[src/rtl/psv_pkg.sv]
package psv_pkg;
  typedef enum logic {
    MODE_SPEC   = 1'b0,
    MODE_NOSPEC = 1'b1
  } psv_mode_e;
endpackage

[src/rtl/psv_slot.sv]
module psv_slot (
  input  logic clk,
  input  logic rst,
  input  logic clr,
  input  logic ld,
  input  logic ld_pred,
  input  logic ld_spec,
  input  logic hit,
  output logic loaded,
  output logic pred,
  output logic spec,
  output logic done
);
  always_ff @(posedge clk) begin
    if (rst || clr) begin
      loaded <= 1'b0;
      pred   <= 1'b0;
      spec   <= 1'b0;
      done   <= 1'b0;
    end else if (ld) begin
      loaded <= 1'b1;
      pred   <= ld_pred;
      spec   <= ld_spec;
      done   <= 1'b0;
    end else if (hit && loaded) begin
      done <= 1'b1;
    end
  end

  AST_SLOT_SPEC_NEEDS_LOAD: assert property (@(posedge clk) disable iff (rst)
    spec |-> loaded);
  AST_SLOT_DONE_STICKY: assert property (@(posedge clk) disable iff (rst)
    done && !clr && !ld |=> done);
endmodule

[src/rtl/psv_mode.sv]
module psv_mode
  import psv_pkg::*;
(
  input  logic clk,
  input  logic rst,
  input  logic commit,
  input  logic mis,
  output logic nospec
);
  psv_mode_e mode_q;

  always_ff @(posedge clk) begin
    if (rst || commit)
      mode_q <= MODE_SPEC;
    else if (mis)
      mode_q <= MODE_NOSPEC;
  end

  assign nospec = (mode_q == MODE_NOSPEC);

  AST_MODE_COMMIT_EXITS: assert property (@(posedge clk) disable iff (rst)
    commit |=> !nospec);
  AST_MODE_HOLD: assert property (@(posedge clk) disable iff (rst)
    nospec && !commit |=> nospec);
endmodule

[src/rtl/psv_outreg.sv]
module psv_outreg #(
  parameter int NUM_PRED = 4,
  parameter int IDX_W    = 2
) (
  input  logic                clk,
  input  logic                rst,
  input  logic [NUM_PRED-1:0] n_dv,
  input  logic [NUM_PRED-1:0] n_dval,
  input  logic                n_mis,
  input  logic [IDX_W-1:0]    n_idx,
  input  logic                n_val,
  output logic [NUM_PRED-1:0] del_valid,
  output logic [NUM_PRED-1:0] del_value,
  output logic                flush_req,
  output logic                upd_valid,
  output logic [IDX_W-1:0]    upd_idx,
  output logic                upd_value
);
  always_ff @(posedge clk) begin
    if (rst) begin
      del_valid <= '0;
      del_value <= '0;
      flush_req <= 1'b0;
      upd_valid <= 1'b0;
      upd_idx   <= '0;
      upd_value <= 1'b0;
    end else begin
      del_valid <= n_dv;
      del_value <= n_dval & n_dv;
      flush_req <= n_mis;
      upd_valid <= n_mis;
      upd_idx   <= n_mis ? n_idx : '0;
      upd_value <= n_mis & n_val;
    end
  end

  AST_FLUSH_SINGLE: assert property (@(posedge clk) disable iff (rst)
    flush_req |=> !flush_req);
  AST_NO_DOUBLE_DELIVERY: assert property (@(posedge clk) disable iff (rst)
    flush_req |-> del_valid == '0);
  AST_VALUE_MASKED: assert property (@(posedge clk) disable iff (rst)
    (del_value & ~del_valid) == '0);
endmodule

[src/rtl/psv_unit.sv]
module psv_unit #(
  parameter int NUM_PRED = 4,
  localparam int IDX_W = (NUM_PRED > 1) ? $clog2(NUM_PRED) : 1
) (
  input  logic                clk,
  input  logic                rst,
  input  logic                blk_load,
  input  logic [NUM_PRED-1:0] load_pred,
  input  logic [NUM_PRED-1:0] load_conf,
  input  logic                res_valid,
  input  logic [IDX_W-1:0]    res_idx,
  input  logic                res_value,
  input  logic                blk_commit,
  input  logic                blk_flush,
  output logic [NUM_PRED-1:0] del_valid,
  output logic [NUM_PRED-1:0] del_value,
  output logic                flush_req,
  output logic                upd_valid,
  output logic [IDX_W-1:0]    upd_idx,
  output logic                upd_value,
  output logic                nospec_mode
);
  logic [NUM_PRED-1:0] loaded_v, pred_v, spec_v, done_v, hit_v, spec_in;
  logic [NUM_PRED-1:0] onehot, n_dv, n_dval;
  logic kill, load_go, res_go, mis_now, clr;
  logic sel_loaded, sel_pred, sel_spec, sel_done;

  assign kill    = blk_commit | blk_flush;
  assign load_go = blk_load & ~kill;
  assign spec_in = load_conf & {NUM_PRED{~nospec_mode}};

  always_comb begin
    sel_loaded = 1'b0;
    sel_pred   = 1'b0;
    sel_spec   = 1'b0;
    sel_done   = 1'b0;
    onehot     = '0;
    for (int k = 0; k < NUM_PRED; k++) begin
      if (res_idx == IDX_W'(k)) begin
        sel_loaded = loaded_v[k];
        sel_pred   = pred_v[k];
        sel_spec   = spec_v[k];
        sel_done   = done_v[k];
        onehot[k]  = 1'b1;
      end
    end
  end

  assign res_go  = res_valid & ~kill & ~blk_load & sel_loaded & ~sel_done;
  assign mis_now = res_go & sel_spec & (res_value != sel_pred);
  assign clr     = kill | mis_now;
  assign hit_v   = onehot & {NUM_PRED{res_go}};

  always_comb begin
    n_dv   = '0;
    n_dval = '0;
    if (load_go) begin
      n_dv   = spec_in;
      n_dval = load_pred & spec_in;
    end else if (res_go && !sel_spec) begin
      n_dv   = onehot;
      n_dval = onehot & {NUM_PRED{res_value}};
    end
  end

  for (genvar i = 0; i < NUM_PRED; i++) begin : g_slot
    psv_slot u_slot (
      .clk     (clk),
      .rst     (rst),
      .clr     (clr),
      .ld      (load_go),
      .ld_pred (load_pred[i]),
      .ld_spec (spec_in[i]),
      .hit     (hit_v[i]),
      .loaded  (loaded_v[i]),
      .pred    (pred_v[i]),
      .spec    (spec_v[i]),
      .done    (done_v[i])
    );
  end

  psv_mode u_mode (
    .clk    (clk),
    .rst    (rst),
    .commit (blk_commit),
    .mis    (mis_now),
    .nospec (nospec_mode)
  );

  psv_outreg #(.NUM_PRED(NUM_PRED), .IDX_W(IDX_W)) u_out (
    .clk       (clk),
    .rst       (rst),
    .n_dv      (n_dv),
    .n_dval    (n_dval),
    .n_mis     (mis_now),
    .n_idx     (res_idx),
    .n_val     (res_value),
    .del_valid (del_valid),
    .del_value (del_value),
    .flush_req (flush_req),
    .upd_valid (upd_valid),
    .upd_idx   (upd_idx),
    .upd_value (upd_value)
  );

  AST_RESET_QUIET: assert property (@(posedge clk) disable iff (rst)
    $past(rst) |-> (del_valid == '0 && !flush_req && !upd_valid && !nospec_mode));
  AST_LOAD_ISSUES_TRUSTED: assert property (@(posedge clk) disable iff (rst)
    blk_load && !kill && !nospec_mode |=> del_valid == $past(load_conf));
  AST_SAFE_LOAD_SILENT: assert property (@(posedge clk) disable iff (rst)
    blk_load && !kill && nospec_mode |=> del_valid == '0);
  AST_FLUSH_ENTERS_SAFE: assert property (@(posedge clk) disable iff (rst)
    flush_req |-> nospec_mode);
  AST_KILL_SILENCES: assert property (@(posedge clk) disable iff (rst)
    kill |=> (del_valid == '0 && !flush_req));
endmodule

[config.mk]
export PLATFORM = sky130hd
export DESIGN_NAME = psv_unit
export DESIGN_NICKNAME = d
export VERILOG_FILES = /design/src/rtl/psv_pkg.sv /design/src/rtl/psv_slot.sv /design/src/rtl/psv_mode.sv /design/src/rtl/psv_outreg.sv /design/src/rtl/psv_unit.sv
export SDC_FILE = /design/constraint.sdc
export NUM_CORES = 1
export LEC_CHECK = 0
export BUFFER_PORTS_ARGS = -buffer_cell sky130_fd_sc_hd__clkbuf_2
export CORE_MARGIN = 4
export CORE_UTILIZATION = 50
export CTS_CLUSTER_SIZE = 30
export DETAILED_ROUTE_END_ITERATION = 8
export PLACE_DENSITY_LB_ADDON = 0.1
export SLEW_MARGIN = 40
export SYNTH_ARGS = -nofsm -noshare
export SYNTH_HDL_FRONTEND = slang
export SYNTH_SLANG_ARGS = --single-unit
[constraint.sdc]
create_clock -name clk -period 3.6 [get_ports clk]
set_input_delay 0.54 -clock clk [delete_from_list [all_inputs] [get_ports clk]]
set_output_delay 0.54 -clock clk [all_outputs]
set_load 0.03 [all_outputs]
* Word level (Yosys, flattened, before mapping)
Cells that the tools add are included.
** Cells by class
- Add/sub/neg operators :: 0
- Multiply operators :: 0
- Div/mod/pow operators :: 0
- $lt $le $gt $ge :: 0
- Equal/unequal tests :: 4
- Shift-type cells :: 0
- Multiplexer cells :: 24
- Bitwise logic cells :: 20
- Reduce and logical (&&, ||, !) cells :: 11
** Operator list (count)
- bitwise AND 4 bit :: 5
- two-way mux 1 bit :: 20
- two-way mux 4 bit :: 4
- bitwise AND 1 bit :: 8
- logical AND 1 bit :: 5
- NOT 1 bit :: 5
- == test 2 bit (second input constant) :: 2
- OR reduction 2 bit :: 2
- == test 2 x 1 -> 1 bit (second input constant) :: 1
- logical NOT 2 bit :: 1
- logical OR 1 bit :: 2
- OR 1 bit :: 2
- logical NOT 1 bit :: 1
- inequality test 1 bit :: 1
** Word-level totals
- Register bits :: 26
- Latch bits :: 0
- Memory bits (writable) :: 0
- Memory bits (read-only) :: 0
- Logic and storage cells :: 78
- Memories kept :: 0

* Longest topological paths before layout
- Word-level depth :: 12
- Depth in mapped cells :: 6

* By module
A second synthesis with hierarchy kept.
** Unflattened totals
- Cells, all modules :: 124
- Area total of the unflattened synthesis :: 1297.5 um^2
** Modules (own cells, without submodules)
- psv_slot :: instances 4, cells each 12, area each 130.1 um^2
- psv_unit :: instances 1, cells each 47, area each 391.6 um^2
- psv_outreg :: instances 1, cells each 26, area each 351.6 um^2
- psv_mode :: instances 1, cells each 3, area each 33.8 um^2

* Least setup slack after synthesis
No wires, ideal clock.
- Kind :: input to register
- From :: in res_idx[0]
- To :: reg g_slot[2].u_slot.loaded
- Arrival time :: 1.726 ns
- Path slack :: 1.751 ns
- Stages on the path :: 6
- Buffers on the path :: 2
- Cell sequence :: buf_6 mux4_2 nand4b_4 o21ai_2 buf_6 a21oi_1
** On the way
- Longest elaborated chain between the ends :: 11
- Elaborated cells on any way between the ends :: 28
- Classes of those cells :: 4 x eq/ne; 16 x mux; 6 x bitwise; 2 x reduce/logical
** Ends and longest elaborated chain
- start: declaration :: line psv_unit.sv:11 : input logic [IDX_W-1:0] res_idx,
- logical NOT 2 bit :: line psv_unit.sv:39 : if (res_idx == IDX_W'(k)) begin
- two-way mux 1 bit (4 in series) :: line psv_unit.sv:39
- bitwise AND 1 bit / NOT 1 bit (equally long branches) :: line psv_unit.sv:49 : assign res_go = res_valid & ~kill & ~blk_load & sel_loaded & ~sel_done;
- bitwise AND 1 bit :: line psv_unit.sv:49
- bitwise AND 1 bit :: line psv_unit.sv:50 : assign mis_now = res_go & sel_spec & (res_value != sel_pred);
- bitwise AND 1 bit (*) :: line psv_unit.sv:50
- OR 1 bit (*) :: line psv_unit.sv:51 : assign clr = kill | mis_now;
- logical OR 1 bit (*) :: line psv_slot.sv:15 : if (rst || clr) begin
- end signal: assignment :: line psv_slot.sv:16 : loaded <= 1'b0;
- end signal: assignment :: line psv_slot.sv:21 : loaded <= 1'b1;
- end: declaration :: line psv_slot.sv:9 : output logic loaded,
Mark *: on every way between the ends. The rest lies on a longest branch, timed or not.
A chain may end at the register's enable or synchronous reset.

* Final worst setup path
- From :: in res_idx[0]
- To :: reg g_slot[2].u_slot.done
** On the way
- Longest elaborated chain between the ends :: 12
- Elaborated cells on any way between the ends :: 32
- Classes of those cells :: 4 x eq/ne; 17 x mux; 7 x bitwise; 4 x reduce/logical
** Ends and longest elaborated chain
- logical NOT 2 bit :: line psv_unit.sv:39
- two-way mux 1 bit (4 in series) :: line psv_unit.sv:39
- bitwise AND 1 bit / NOT 1 bit (equally long branches) :: line psv_unit.sv:49
- bitwise AND 1 bit :: line psv_unit.sv:49
- bitwise AND 1 bit (2 in series) :: line psv_unit.sv:50
- OR 1 bit :: line psv_unit.sv:51
- logical OR 1 bit :: line psv_slot.sv:15
- OR reduction 2 bit (no source line)
- end signal: assignment :: line psv_slot.sv:19 : done <= 1'b0;
- end signal: assignment :: line psv_slot.sv:24 : done <= 1'b0;
- end signal: assignment :: line psv_slot.sv:26 : done <= 1'b1;
- end: declaration :: line psv_slot.sv:12 : output logic done
Parallel ways exist; a longest one is shown, timed or not.

==> results by group <==
STA
  – Final number of max-transition violations: 0
  – Slew @ Worst Pin: 575 ps
  – TNS Setup: 0 ps
  – Achievable Freq: 512 MHz
  – Final setup violation count: 0
  – Clock skew after layout: 18.4 ps
  – Final Hold Fails: 0
  – RSZ-0062 raised after global routing: no
  – Fin crit period: 1950 ps
  – Period utilisation layout: 54.3%
  – Max-slew headroom at the worst pin: 61.7%

Status
  – Outcome: finished clean

Clock network
  – Root buffer cell: clkbuf_4
  – Maximum buffer depth of the clock tree: 2
  – Hold_buf cts: 0
  – CTS tree: built
  – Clk slew on worst S/H paths: 150 ps
  – H-tree lvl count: 1
  – Total CTS buffers: 3
  – Post-CTS setup buffer count: 0
  – Post-CTS sizing: 0
  – Clock latency on the worst-skew pair: around 330 ps
  – Clk sinks: 26

Floorplan
  – Ports: 31
  – # rows: 16
  – Die area: 3030 sq um
  – CORE AREA: about 2000 sq um
  – Initial core utilization: 54.7%
  – Die span in y: 55.0 microns
  – Die X: 55.0 microns

Worst setup path
  – Critical path type: in -> reg
  – Worst path required time: 3790 ps
  – Data arrival, critical path: 2140 ps
  – Setup crit end kind: flip-flop
  – Crit-path max FO: 13
  – Worst setup SP type: primary input

Detailed routing
  – Via count: slightly below 900
  – DRT Pass-1 Iters: 4
  – 1st-iter DRT viols: 24
  – Post-DR wirelength/cell: roughly 15 microns
  – Final antenna-violating net count: 0
  – Final wirelength: 2.34 mm
  – DR vias/cell: 5.49
  – Remaining DRCs: 0

Pwr
  – P_leak: 0.562 nW
  – Peak VDD IR: 0.436 mV
  – Power per cell area: 408 nW/um^2

Finish
  – Area added between synthesis and finish: 17.4%
  – Final Core Density: between 60% and 70%
  – Post-layout nets: 150
  – Register Area: 520 sq um
  – Multi-input logic area: 531 sq um
  – Layout cells sized above 1: 37.1%
  – Fill count: 183
  – Ant diodes: 0

Yosys
  – Synth top cells by count: dfxtp_1 (26), nor2_1 (12), a21oi_1 (10)
  – Post-synth EDFFs: 0
  – Synth Area per Inst: 10.6 sq um
  – Register area share after synthesis: approximately 47%
  – Post-Syn Instances: 104
  – Dominant cells by area after synthesis: dfxtp_1 (47%), mux4_2 (6.1%), a21oi_1 (4.5%), nor2_1 (4.1%), mux2i_1 (3.6%)
  – Unique cell type count in the Yosys netlist: 33
  – Top cell type's share of synthesized area: 47.1%
  – Synth warn: 0
  – Main flop type after synthesis: dfxtp_1
  – Ys async rst share: 0%
  – Net Count, Synth: ~120
  – Most frequent cell after synthesis: dfxtp_1
  – Syn Std Cell Area: approximately 1100 sq um
  – Cell taking the most area after synthesis: dfxtp_1
  – FF+latch count, synth: 26

Worst hold path
  – Hold/Removal Path Class: in -> reg

Place
  – Port Buffers: 30
  – Dpl hpwl: 1.77 mm
  – Placer Congestion: around 0.83

Job
  – Max Cap Violations: 0

Global route
  – Grt total ovfl: 0
  – Initial antenna violation count: 0
  – Vias in the first global route: 813
  – First-pass GRT wire length: 3.75 mm
  – Total track usage: 17.7%
  – Largest net degree at the start of global routing: 16
cell families after synthesis:
kind of cell    synth area share [%]
compound gates                  11.9
buf+inv                         4.98
xor+xnor                        1.47
mux                             9.73
simple gates                    24.9
flops                           47.1
metrics by stage:
| step | area [sq um] | instances | setup slack, ps | hold slack [ps] | power, W |
|---|---|---|---|---|---|
| 6_report | 1300 | 159 | 1650 | 454 | 0.000529 |
| 3_3_place_gp | 1250 | 155 | 1350 | 454 | 0.000337 |
| 2_1_floorplan | 1110 | 104 | 1750 | 431 | 0.000321 |
| 5_1_grt | 1300 | 159 | 1580 | 453 | 0.000545 |
| 3_5_place_dp | 1250 | 155 | 1320 | 461 | 0.000337 |
| 4_1_cts | 1300 | 159 | 1670 | 440 | 0.000535 |
placed cells by master (no fill, tap or decap), types with 2 or more instances in the layout:
cell type	instances
a21oi_1	10
a22oi_1	2
a32o_1	2
and3_1	2
clkbuf_2	30
clkbuf_4	3
dfxtp_1	26
inv_1	3
mux2i_1	4
mux4_2	3
nand2_1	7
nand3_1	3
nor2_1	12
nor3_1	5
nor3_2	2
nor3b_2	2
o41ai_1	2
layout make-up:
cell class                      instances  area share [%]
Timing Repair Buffer                   30            11.6
Clock inverter                          1            2.31
Inverter                                3           0.867
Clock buffer                            3            1.73
Tap cell                               27            2.60
Multi-Input combinational cell         69            40.8
Sequential cell                        26            40.1
critical path, cell delays in order:
cell	delay [ps]
clkbuf_2	230
mux4_2	570
nand4b_4	190
o21ai_2	490
nor3_1	120
flip-flops by register name (all words and copies together) (netlist names):
name	cells
u_out.flush_req	1
g_slot.u_slot.loaded	1
g_slot.u_slot.pred	4
g_slot.u_slot.done	4
u_out.del_valid	4
u_out.upd_value	1
u_out.upd_idx	2
g_slot.u_slot.spec	4
u_out.del_value	4
u_mode.nospec	1
worst paths after layout:
path                                                          from                            endpoint  slack [ps]  depth (start not counted)
worst min-delay path                                  load_pred[2]  g_slot[2].u_slot.pred$_SDFFE_PP0P_         450                          3
worst min register to register  g_slot[2].u_slot.spec$_SDFFE_PP0P_  g_slot[2].u_slot.spec$_SDFFE_PP0P_         480                          2
worst max register to register  g_slot[3].u_slot.done$_SDFFE_PP0P_  g_slot[2].u_slot.done$_SDFFE_PP0P_        1810                          4
worst max-delay path                                    res_idx[0]  g_slot[2].u_slot.done$_SDFFE_PP0P_        1650                          5
routing by layer:
layer	vias to the layer above	track usage, %	part of all wire, %
met5	-	0	0
met4	0	4.86	0.64
met3	2	5.63	7.8
met2	34	30.1	50
met1	406	21.4	42
li1	431	-	-
where the power goes:
part | internal [W] | switching [W] | total, W | leakage, nW
clock network | 0.000113 | 0.0000851 | 0.000198 | 0.0279
logic | 0.0000151 | 0.0000260 | 0.0000412 | 0.324
registers | 0.000290 | 0.000000728 | 0.000290 | 0.210
Power figures use the tool's default switching activity.
